<file path="config.mk">
export PLATFORM = sky130hd
export DESIGN_NAME = cfg_port_top
export DESIGN_NICKNAME = d
export VERILOG_FILES = /design/src/rtl/cfg_port_pkg.sv /design/src/rtl/cfg_port_decode.sv /design/src/rtl/cfg_port_lock.sv /design/src/rtl/cfg_port_regs.sv /design/src/rtl/cfg_port_top.sv
export SDC_FILE = /design/constraint.sdc
export NUM_CORES = 1
export LEC_CHECK = 0
export CORE_MARGIN = 2
export CORE_UTILIZATION = 55
export CTS_CLUSTER_DIAMETER = 80
export DETAILED_ROUTE_END_ITERATION = 8
export PLACE_DENSITY = 0.83
export SETUP_SLACK_MARGIN = 0.02
export SYNTH_ARGS = -nofsm -noshare
export SYNTH_HDL_FRONTEND = slang
export SYNTH_HIERARCHICAL = 1
export SYNTH_SLANG_ARGS = --single-unit
</file>
<file path="constraint.sdc">
create_clock -name clk -period 2.9 [get_ports clk]
set_input_delay 0.435 -clock clk [delete_from_list [all_inputs] [get_ports clk]]
set_output_delay 0.435 -clock clk [all_outputs]
set_load 0.05 [all_outputs]
</file>
<file path="src/rtl/cfg_port_pkg.sv">
package cfg_port_pkg;

    localparam logic [7:0] KEY_OPEN    = 8'h55;
    localparam logic [7:0] KEY_CLOSE   = 8'hAA;

    localparam logic [7:0] IDX_LDSEL   = 8'h07;
    localparam logic [7:0] IDX_CHIPID  = 8'h20;
    localparam logic [7:0] IDX_ACT     = 8'h30;
    localparam logic [7:0] IDX_BASE_LO = 8'h66;
    localparam logic [7:0] IDX_BASE_HI = 8'h67;

    localparam logic [7:0] CHIP_ID_A   = 8'hC6;
    localparam logic [7:0] CHIP_ID_B   = 8'hC7;

    localparam logic [7:0] CLOSED_READ = 8'hFF;

    typedef struct packed {
        logic idx_wr;
        logic dat_wr;
        logic idx_rd;
        logic dat_rd;
    } port_op_t;

endpackage

</file>
<file path="src/rtl/cfg_port_decode.sv">
module cfg_port_decode
    import cfg_port_pkg::*;
#(
    parameter int              ADDR_W    = 16,
    parameter logic [ADDR_W-1:0] PORT_BASE = 16'h004E
) (
    input  logic [ADDR_W-1:0] addr,
    input  logic              wr,
    input  logic              rd,
    output port_op_t          op
);

    localparam logic [ADDR_W-1:0] IDX_ADDR = PORT_BASE;
    localparam logic [ADDR_W-1:0] DAT_ADDR = PORT_BASE + 1'b1;

    logic hit_idx;
    logic hit_dat;

    always_comb begin
        hit_idx   = (addr == IDX_ADDR);
        hit_dat   = (addr == DAT_ADDR);
        op.idx_wr = wr & hit_idx;
        op.dat_wr = wr & hit_dat;
        op.idx_rd = rd & hit_idx;
        op.dat_rd = rd & hit_dat;
    end

endmodule

</file>
<file path="src/rtl/cfg_port_lock.sv">
module cfg_port_lock
    import cfg_port_pkg::*;
(
    input  logic       clk,
    input  logic       rst_n,
    input  port_op_t   op,
    input  logic [7:0] wdata,
    output logic       locked,
    output logic [7:0] index
);

    typedef struct packed {
        logic       locked;
        logic [7:0] index;
    } lock_st_t;

    lock_st_t st_d, st_q;

    always_comb begin
        st_d = st_q;
        if (op.idx_wr) begin
            if (st_q.locked) begin
                if (wdata == KEY_OPEN) st_d.locked = 1'b0;
            end else if (wdata == KEY_CLOSE) begin
                st_d.locked = 1'b1;
            end else begin
                st_d.index = wdata;
            end
        end
    end

    always_ff @(posedge clk) begin
        if (!rst_n) begin
            st_q.locked <= 1'b1;
            st_q.index  <= 8'h00;
        end else begin
            st_q <= st_d;
        end
    end

    assign locked = st_q.locked;
    assign index  = st_q.index;

    a_r2_open_key: assert property (@(posedge clk) disable iff (!rst_n)
        (locked && op.idx_wr && wdata == KEY_OPEN) |=> !locked);

    a_r2_close_key: assert property (@(posedge clk) disable iff (!rst_n)
        (!locked && op.idx_wr && wdata == KEY_CLOSE) |=> locked);

    a_r3_index_kept_closed: assert property (@(posedge clk) disable iff (!rst_n)
        locked |=> $stable(index));

endmodule

</file>
<file path="src/rtl/cfg_port_regs.sv">
module cfg_port_regs
    import cfg_port_pkg::*;
#(
    parameter logic [7:0]  EC_LDN   = 8'h0C,
    parameter logic [15:0] BASE_RST = 16'h0A40,
    parameter bit          ALT_ID   = 1'b0
) (
    input  logic       clk,
    input  logic       rst_n,
    input  logic       locked,
    input  logic [7:0] index,
    input  logic       dat_wr,
    input  logic [7:0] wdata,
    output logic [7:0] rd_byte
);

    typedef struct packed {
        logic [7:0]  ldsel;
        logic        act;
        logic [15:0] base;
    } reg_st_t;

    reg_st_t st_d, st_q;
    logic [7:0] chip_id;
    logic       ec_sel;
    logic       wr_ok;

    generate
        if (ALT_ID) begin : g_id_b
            assign chip_id = CHIP_ID_B;
        end else begin : g_id_a
            assign chip_id = CHIP_ID_A;
        end
    endgenerate

    always_comb begin
        ec_sel = (st_q.ldsel == EC_LDN);
        wr_ok  = dat_wr & ~locked;
        st_d   = st_q;
        if (wr_ok) begin
            unique case (index)
                IDX_LDSEL:   st_d.ldsel = wdata;
                IDX_ACT:     if (ec_sel) st_d.act = wdata[0];
                IDX_BASE_LO: if (ec_sel) st_d.base[7:0] = wdata;
                IDX_BASE_HI: if (ec_sel) st_d.base[15:8] = wdata;
                default: ;
            endcase
        end
    end

    always_comb begin
        unique case (index)
            IDX_LDSEL:   rd_byte = st_q.ldsel;
            IDX_CHIPID:  rd_byte = chip_id;
            IDX_ACT:     rd_byte = ec_sel ? {7'b0, st_q.act} : 8'h00;
            IDX_BASE_LO: rd_byte = ec_sel ? st_q.base[7:0] : 8'h00;
            IDX_BASE_HI: rd_byte = ec_sel ? st_q.base[15:8] : 8'h00;
            default:     rd_byte = 8'h00;
        endcase
    end

    always_ff @(posedge clk) begin
        if (!rst_n) begin
            st_q.ldsel <= 8'h00;
            st_q.act   <= 1'b1;
            st_q.base  <= BASE_RST;
        end else begin
            st_q <= st_d;
        end
    end

    a_r3_closed_no_write: assert property (@(posedge clk) disable iff (!rst_n)
        (locked && dat_wr) |=> ($stable(st_q.ldsel) && $stable(st_q.act) && $stable(st_q.base)));

    a_r8_bank_hidden: assert property (@(posedge clk) disable iff (!rst_n)
        (st_q.ldsel != EC_LDN) |=> ($stable(st_q.act) && $stable(st_q.base)));

    a_r6_act_upper_zero: assert property (@(posedge clk) disable iff (!rst_n)
        (index == IDX_ACT) |-> (rd_byte[7:1] == 7'b0));

endmodule

</file>
<file path="src/rtl/cfg_port_top.sv">
module cfg_port_top
    import cfg_port_pkg::*;
#(
    parameter int                ADDR_W    = 16,
    parameter logic [ADDR_W-1:0] PORT_BASE = 16'h004E,
    parameter logic [7:0]        EC_LDN    = 8'h0C,
    parameter logic [15:0]       BASE_RST  = 16'h0A40,
    parameter bit                ALT_ID    = 1'b0
) (
    input  logic              clk,
    input  logic              rst_n,
    input  logic [ADDR_W-1:0] bus_addr,
    input  logic              bus_wr,
    input  logic              bus_rd,
    input  logic [7:0]        bus_wdata,
    output logic [7:0]        bus_rdata,
    output logic              bus_rvalid
);

    port_op_t   op;
    logic       locked;
    logic [7:0] index;
    logic [7:0] reg_byte;

    typedef struct packed {
        logic [7:0] rdata;
        logic       rvalid;
    } rsp_st_t;

    rsp_st_t rsp_d, rsp_q;

    cfg_port_decode #(
        .ADDR_W    (ADDR_W),
        .PORT_BASE (PORT_BASE)
    ) decode_i (
        .addr (bus_addr),
        .wr   (bus_wr),
        .rd   (bus_rd),
        .op   (op)
    );

    cfg_port_lock lock_i (
        .clk    (clk),
        .rst_n  (rst_n),
        .op     (op),
        .wdata  (bus_wdata),
        .locked (locked),
        .index  (index)
    );

    cfg_port_regs #(
        .EC_LDN   (EC_LDN),
        .BASE_RST (BASE_RST),
        .ALT_ID   (ALT_ID)
    ) regs_i (
        .clk     (clk),
        .rst_n   (rst_n),
        .locked  (locked),
        .index   (index),
        .dat_wr  (op.dat_wr),
        .wdata   (bus_wdata),
        .rd_byte (reg_byte)
    );

    always_comb begin
        rsp_d.rvalid = op.idx_rd | op.dat_rd;
        rsp_d.rdata  = rsp_q.rdata;
        if (op.idx_rd) begin
            rsp_d.rdata = locked ? CLOSED_READ : index;
        end else if (op.dat_rd) begin
            rsp_d.rdata = locked ? CLOSED_READ : reg_byte;
        end
    end

    always_ff @(posedge clk) begin
        if (!rst_n) begin
            rsp_q.rdata  <= 8'h00;
            rsp_q.rvalid <= 1'b0;
        end else begin
            rsp_q <= rsp_d;
        end
    end

    assign bus_rdata  = rsp_q.rdata;
    assign bus_rvalid = rsp_q.rvalid;

    a_r11_valid_follows: assert property (@(posedge clk) disable iff (!rst_n)
        (bus_rd && (bus_addr == PORT_BASE || bus_addr == PORT_BASE + 1'b1)) |=> bus_rvalid);

    a_r10_no_stray_valid: assert property (@(posedge clk) disable iff (!rst_n)
        !(op.idx_rd || op.dat_rd) |=> !bus_rvalid);

    a_r1_closed_reads_ff: assert property (@(posedge clk) disable iff (!rst_n)
        (bus_rvalid && $past(locked)) |-> (bus_rdata == CLOSED_READ));

endmodule

</file>
==> qor.txt, run 1 <==
status -> completed
total congestion overflow -> 0
register area share after synthesis -> 38.39%
FF+latch count, synth -> 43
drt first pass iters -> 5
area of the multi-input gates -> 0.001277 sq mm
Mapped Area -> 0.002242 sq mm
Final Hold Vio Count -> 0
Rel. slew slack -> 51.44%
clock buffer depth -> 2
Synth Instances -> 245
num rows -> 23
pwr dens -> 384.1 mW/mm^2
# port buffers -> 36
Filler Cell Count -> 342
Max Fclk -> 0.4000 GHz
Post-CTS Resized -> 0
first-pass GRT wire length -> 8452 um
full die area -> 0.004604 sq mm
Iteration-0 DRC Markers -> 221
hold depth -> 2
worst-path cell chain -> clkdlybuf4s50_1 > nor4_2 > nand4_1 > buf_4 > nor3b_1 > or2b_1 > a21oi_4 > mux2i_1
antenna fix cells -> 0
syn nets -> 273
RSZ-0062 raised after global routing -> no
Synth async-reset ratio -> 0%
num ports -> 37
initial antenna violation count -> 0
CP delay by family, top -> simple AND/OR/NAND/NOR gates
Crit Path Category -> in -> reg
reg2reg path depth -> 4
global-route usage over all layers -> 24.96%
CP max FO -> 8
largest net degree at the start of global routing -> 44
crit end category -> flip-flop
CTS H-tree depth -> 2
WL/cell -> 15.56 um
Top FF cell, synth -> dfxtp_1
Final Setup Violations -> 0
Die H -> 67.85 um
P_leak -> 1.023 nW
post-CTS setup buffers -> 0
register area -> 860.8 sq um
hold buffer count at cts -> 0
utilization after layout -> 68.31%
Die W -> 67.85 um
WP data required -> 3.12 ns
Via density -> 5.779
Reg clk slew, reported paths -> 0.08 ns
worst hold path class -> reg -> reg
RR Endpoint -> regs_i/st_q[14]$_SDFFE_PN0P_
final slew viol count -> 0
Final GP Congestion -> 0.8752
core area -> 0.003971 sq mm
hold endpoint -> regs_i/st_q[5]$_SDFFE_PN0P_
Period minus WS final -> 2.500 ns
hold wc startpoint -> regs_i/st_q[5]$_SDFFE_PN0P_
Netlist cell types -> 47
Final period util -> 86.20%
final WL -> 5136 um
Ys Warns -> 6
vias after detailed routing -> 1907
clock root buffer -> clkbuf_8
area share of the largest cell type after synthesis -> 38.39%
average cell area after synthesis -> 9.152 sq um
final net count -> 307
Hold Slack -> 0.4648 ns
internal reg-to-reg setup slack -> 1.00 ns
Layout Skew -> 0.005746 ns
max-cap violations -> 0
Setup TNS -> 0 ns
worst slew pin tran -> 0.7284 ns
# clock sinks -> 43
CTS tree -> done
Worst path slowest cell -> clkdlybuf4s50_1
area grow syn2layout -> 20.98%
vias in the first global route -> 1744
top post-synthesis cells by area -> dfxtp_1 (38%), mux2i_1 (17%), nand2_1 (7.7%)
top cell type by total area after synthesis -> dfxtp_1
Worst VDD drop -> 0.2456 mV
Buf/Inv on CP -> 2
R2R Path Start -> lock_i/index[0]$_SDFFE_PN0P_
Startpoint Class -> input pin
Initial Util -> 56.46%
DRC viols -> 0
EDFF count, synth -> 0
Crit path largest cell delay -> 0.42 ns
CTS Buf Count -> 5
DP HPWL -> 3735 um
worst path arrival time -> 2.72 ns
Detail Route Antenna Nets -> 0
share of layout cells above drive strength 1 -> 12.86%
clk_lat worst skew -> 0.30 ns
[metrics by stage]
stage	power (mW)	setup WS [ns]	instance area (sq um)	instances
final	1.042	0.4003	2713	330
after global placement	0.6810	0.2076	2628	322
after detailed placement	0.6822	0.1484	2628	322
after CTS	1.049	0.4252	2713	330
after floorplan	0.6314	0.7778	2242	245
after global routing	1.086	0.3012	2713	330
[how the worst max path moves through the flow]
| stage | from | end | cells after the start |
|---|---|---|---|
| after floorplan | bus_addr[11] | regs_i/st_q[21]$_SDFFE_PN0P_ | 9 |
| after global placement | bus_addr[11] | regs_i/st_q[15]$_SDFFE_PN0P_ | 8 |
| after detailed placement | bus_addr[5] | regs_i/st_q[14]$_SDFFE_PN0P_ | 8 |
| after CTS | bus_addr[5] | lock_i/index[4]$_SDFFE_PN0P_ | 8 |
| after global routing | bus_addr[5] | lock_i/index[4]$_SDFFE_PN0P_ | 8 |
| final | bus_addr[11] | lock_i/index[2]$_SDFFE_PN0P_ | 8 |
[registers in the layout (all words and copies together) (netlist names)]
| signal | count |
|---|---|
| regs_i/st_q | 25 |
| bus_rdata | 8 |
| lock_i/index | 8 |
| bus_rvalid | 1 |
| lock_i/locked | 1 |
[cell families after synthesis]
family	count (synthesis)	share of synthesized area, %
compound gates	46	14.17
simple gates	98	25.56
mux	38	17.02
flops	43	38.39
buf+inv	20	4.855
[layout by cell type, fill, tap and decap left out, types with 2 or more instances in the layout]
cell type,count
nand3_2,2
nor2_1,7
buf_4,8
inv_1,3
nand4bb_1,2
dfxtp_1,43
mux2i_1,37
nand2_1,46
o22ai_1,4
clkbuf_8,5
nand3_1,12
nand4_1,3
o21ai_2,8
nor2b_1,3
nor3b_1,2
o31ai_1,8
clkdlybuf4s50_1,35
a21oi_1,12
nand3b_1,2
o21ai_0,7
and4bb_2,2
[synth_stat cells (2+ instances only)]
library cell,instances
a21oi_1,12
and4bb_2,2
buf_1,2
buf_2,6
buf_6,3
clkbuf_1,5
dfxtp_1,43
inv_1,3
mux2i_1,37
nand2_1,46
nand3_1,12
nand3_2,2
nand3b_1,2
nand4_1,3
nand4bb_1,2
nor2_1,7
nor2b_1,3
nor3b_1,3
o21ai_0,7
o21ai_2,8
o22ai_1,4
o31ai_1,8
[routing by layer]
layer,vias to the layer above,GRT usage [%],share of wire [%]
met3,11,5.921,5.4
li1,950,-,-
met4,0,10.75,2.4
met5,-,0,0
met2,64,37.99,44
met1,882,33.78,48
[power breakdown]
| part | internal (mW) | switching [mW] | leakage [nW] |
|---|---|---|---|
| registers | 0.590 | 0.00000182 | 0.346 |
| clock network | 0.168 | 0.205 | 0.0412 |
| logic | 0.0424 | 0.0365 | 0.636 |
| total | 0.800 | 0.241 | 1.02 |
[final cells by class]
class	instances	area share [%]
repair buffers	44	15.31
flip-flops and latches	43	31.73
multi-input cells	182	47.09
clock inverters	2	0.4613
clock buffers	6	2.675
inverters	3	0.4151
well taps	50	2.306
[worst min-delay path, delay by kind of cell, from the launching register on]
family | cells | cell delay, ns
DFF | 1 | 0.31
and+or+nand+nor | 1 | 0.05
muxes | 1 | 0.06
No activity file was read; power rests on OpenSTA's default activity.
==> run 2, diff against run 1 <==
- CORE_UTILIZATION: 55 -> 31
- PLACE_DENSITY: 0.83 -> 0.52
==> run 2 against run 1 <==
Against the previous run: combinational power shrank 0.8%; worst hold slack lost 0.0049 ns; power increased by 3.6%; clock power grew 10%; routed wire length grew 8.8%; first-iteration DRC count down 52%; sequential power barely moved; critical path depth unchanged; critical path type unchanged.
==> qor.txt, run 2 (same netlist as run 1, synthesis figures left out) <==
status -> completed
Crit Path Category -> in -> reg
clock root buffer -> clkbuf_8
hold depth -> 2 (unchanged)
Reg clk slew, reported paths -> 0.07 ns (about the same)
Iteration-0 DRC Markers -> 107 (-52%)
Final Setup Violations -> 0 (unchanged)
commonest non-fill, non-tap cell in the layout -> nand2_1
Via density -> 4.921 (-15%)
final net count -> 307 (unchanged)
Crit path largest cell delay -> 0.63 ns (+0.21 ns)
num rows -> 31 (+35%)
final WL -> 5588 um (+8.8%)
worst path arrival time -> 2.64 ns (-0.08 ns)
DRC viols -> 0 (unchanged)
RSZ-0062 raised after global routing -> no
antenna fix cells -> 0 (unchanged)
DP HPWL -> 4250 um (+14%)
Filler Cell Count -> 740 (+120%)
Max Fclk -> 0.4048 GHz (+1.2%)
first-pass GRT wire length -> 9280 um (+9.8%)
Non-Filler Cell Area, Final -> 0.002789 sq mm (+2.8%)
full die area -> 0.007929 sq mm (+72%)
clk_lat worst skew -> 0.29 ns (about the same)
max reg flops -> 25 (unchanged)
pre-CTS WS -> 0.1301 ns (-0.01828 ns)
WP data required -> 3.07 ns (-0.05 ns)
final slew viol count -> 0 (unchanged)
CP max FO -> 6 (-2)
clock buffer depth -> 2 (unchanged)
# port buffers -> 36 (unchanged)
Startpoint Class -> input pin
area grow syn2layout -> 24.39%
final setup margin -> 0.4297 ns (+0.02941 ns)
vias in the first global route -> 1872 (+7.3%)
total congestion overflow -> 0 (unchanged)
Final period util -> 85.18% (-1.0 points)
initial antenna violation count -> 0 (unchanged)
Biggest register -> regs_i/st_q
commonest non-fill, non-tap cells in the layout -> nand2_1 (46), dfxtp_1 (43), mux2i_1 (37)
Rel. slew slack -> 56.26% (+4.8 points)
Die H -> 89.05 um (+31%)
Period minus WS final -> 2.470 ns (-0.02941 ns)
largest net degree at the start of global routing -> 38 (-14%)
CTS tree -> done
hold buffer count at cts -> 0 (unchanged)
share of layout cells above drive strength 1 -> 12.86% (unchanged)
post-place instance area -> 0.002689 sq mm (+2.3%)
Hold Slack -> 0.4599 ns (-0.004871 ns)
Initial Util -> 31.42% (-25 points)
non-filler cells, final -> 379 (+15%)
max-cap violations -> 0 (unchanged)
vias after detailed routing -> 1865 (-2.2%)
Detail Route Antenna Nets -> 0 (unchanged)
core area -> 0.007137 sq mm (+80%)
Die W -> 89.05 um (+31%)
utilization after layout -> 39.08% (-29 points)
crit end category -> flip-flop
worst-path cell chain -> clkdlybuf4s50_1 > nor4_2 > nand4_1 > nor2_1 > nor2b_1 > nand3_1 > or4_1 > mux2i_1
drt first pass iters -> 4 (-1)
Layout Skew -> 0.004508 ns (-0.001237 ns)
WL/cell -> 14.74 um (-5.3%)
dpl cells -> 371 (+15%)
pwr dens -> 386.9 mW/mm^2 (+0.73%)
# clock sinks -> 43 (unchanged)
CTS Buf Count -> 5 (unchanged)
Post-CTS Resized -> 0 (unchanged)
Worst path slowest cell -> or4_1
post-CTS setup buffers -> 0 (unchanged)
global-route usage over all layers -> 15.28% (-9.7 points)
worst slew pin tran -> 0.6562 ns (-0.07220 ns)
reg2reg path depth -> 5 (+1)
Total Power -> 1.079 mW (+3.6%)
worst hold path class -> reg -> reg
CTS H-tree depth -> 2 (unchanged)
P_leak -> 1.033 nW (+0.95%)
num ports -> 37 (unchanged)
Worst VDD drop -> 0.1609 mV (-34%)
Final GP Congestion -> 0.7906 (-9.7%)
Setup TNS -> 0 ns (unchanged)
Final Hold Vio Count -> 0 (unchanged)
## run 2: layout make-up
class                   instances  area [sq um]  share of cell area, %
multi-input cells             182          1277                  45.81
flip-flops and latches         43         860.8                  30.87
repair buffers                 44         415.4                  14.89
well taps                      99         123.9                  4.441
clock buffers                   8         100.1                  3.589
inverters                       3         11.26                 0.4038
## run 2: layer usage
metal / up-vias / global-route usage (%) / share of wire [%]
met2: 31 / 22.86 / 44
li1: 949 / - / -
met4: 0 / 5.427 / 1.7
met1: 876 / 21.67 / 51
met5: - / 0 / 0
met3: 9 / 3.324 / 2.9
## run 2: final timing paths
path | from | to | slack [ns]
worst max-delay path | bus_addr[11] | regs_i/st_q[12]$_SDFFE_PN0P_ | 0.43
worst min-delay path | regs_i/st_q[13]$_SDFFE_PN0P_ | regs_i/st_q[13]$_SDFFE_PN0P_ | 0.46
worst max register to register | lock_i/index[4]$_SDFFE_PN0P_ | regs_i/st_q[22]$_SDFFE_PN0P_ | 1.01
worst min register to register | regs_i/st_q[13]$_SDFFE_PN0P_ | regs_i/st_q[13]$_SDFFE_PN0P_ | 0.46
## run 2: worst max-delay path, delay by kind of cell
| kind | cells | cell delay [ns] |
|---|---|---|
| mux | 1 | 0.18 |
| buf+inv | 1 | 0.41 |
| simple gates | 6 | 1.60 |
## run 2: where the power goes
part           leakage [nW]  total (mW)  internal, mW  switching, mW
registers             0.346       0.590         0.590     0.00000189
logic                 0.635      0.0783        0.0415         0.0368
clock network        0.0515       0.411         0.217          0.194
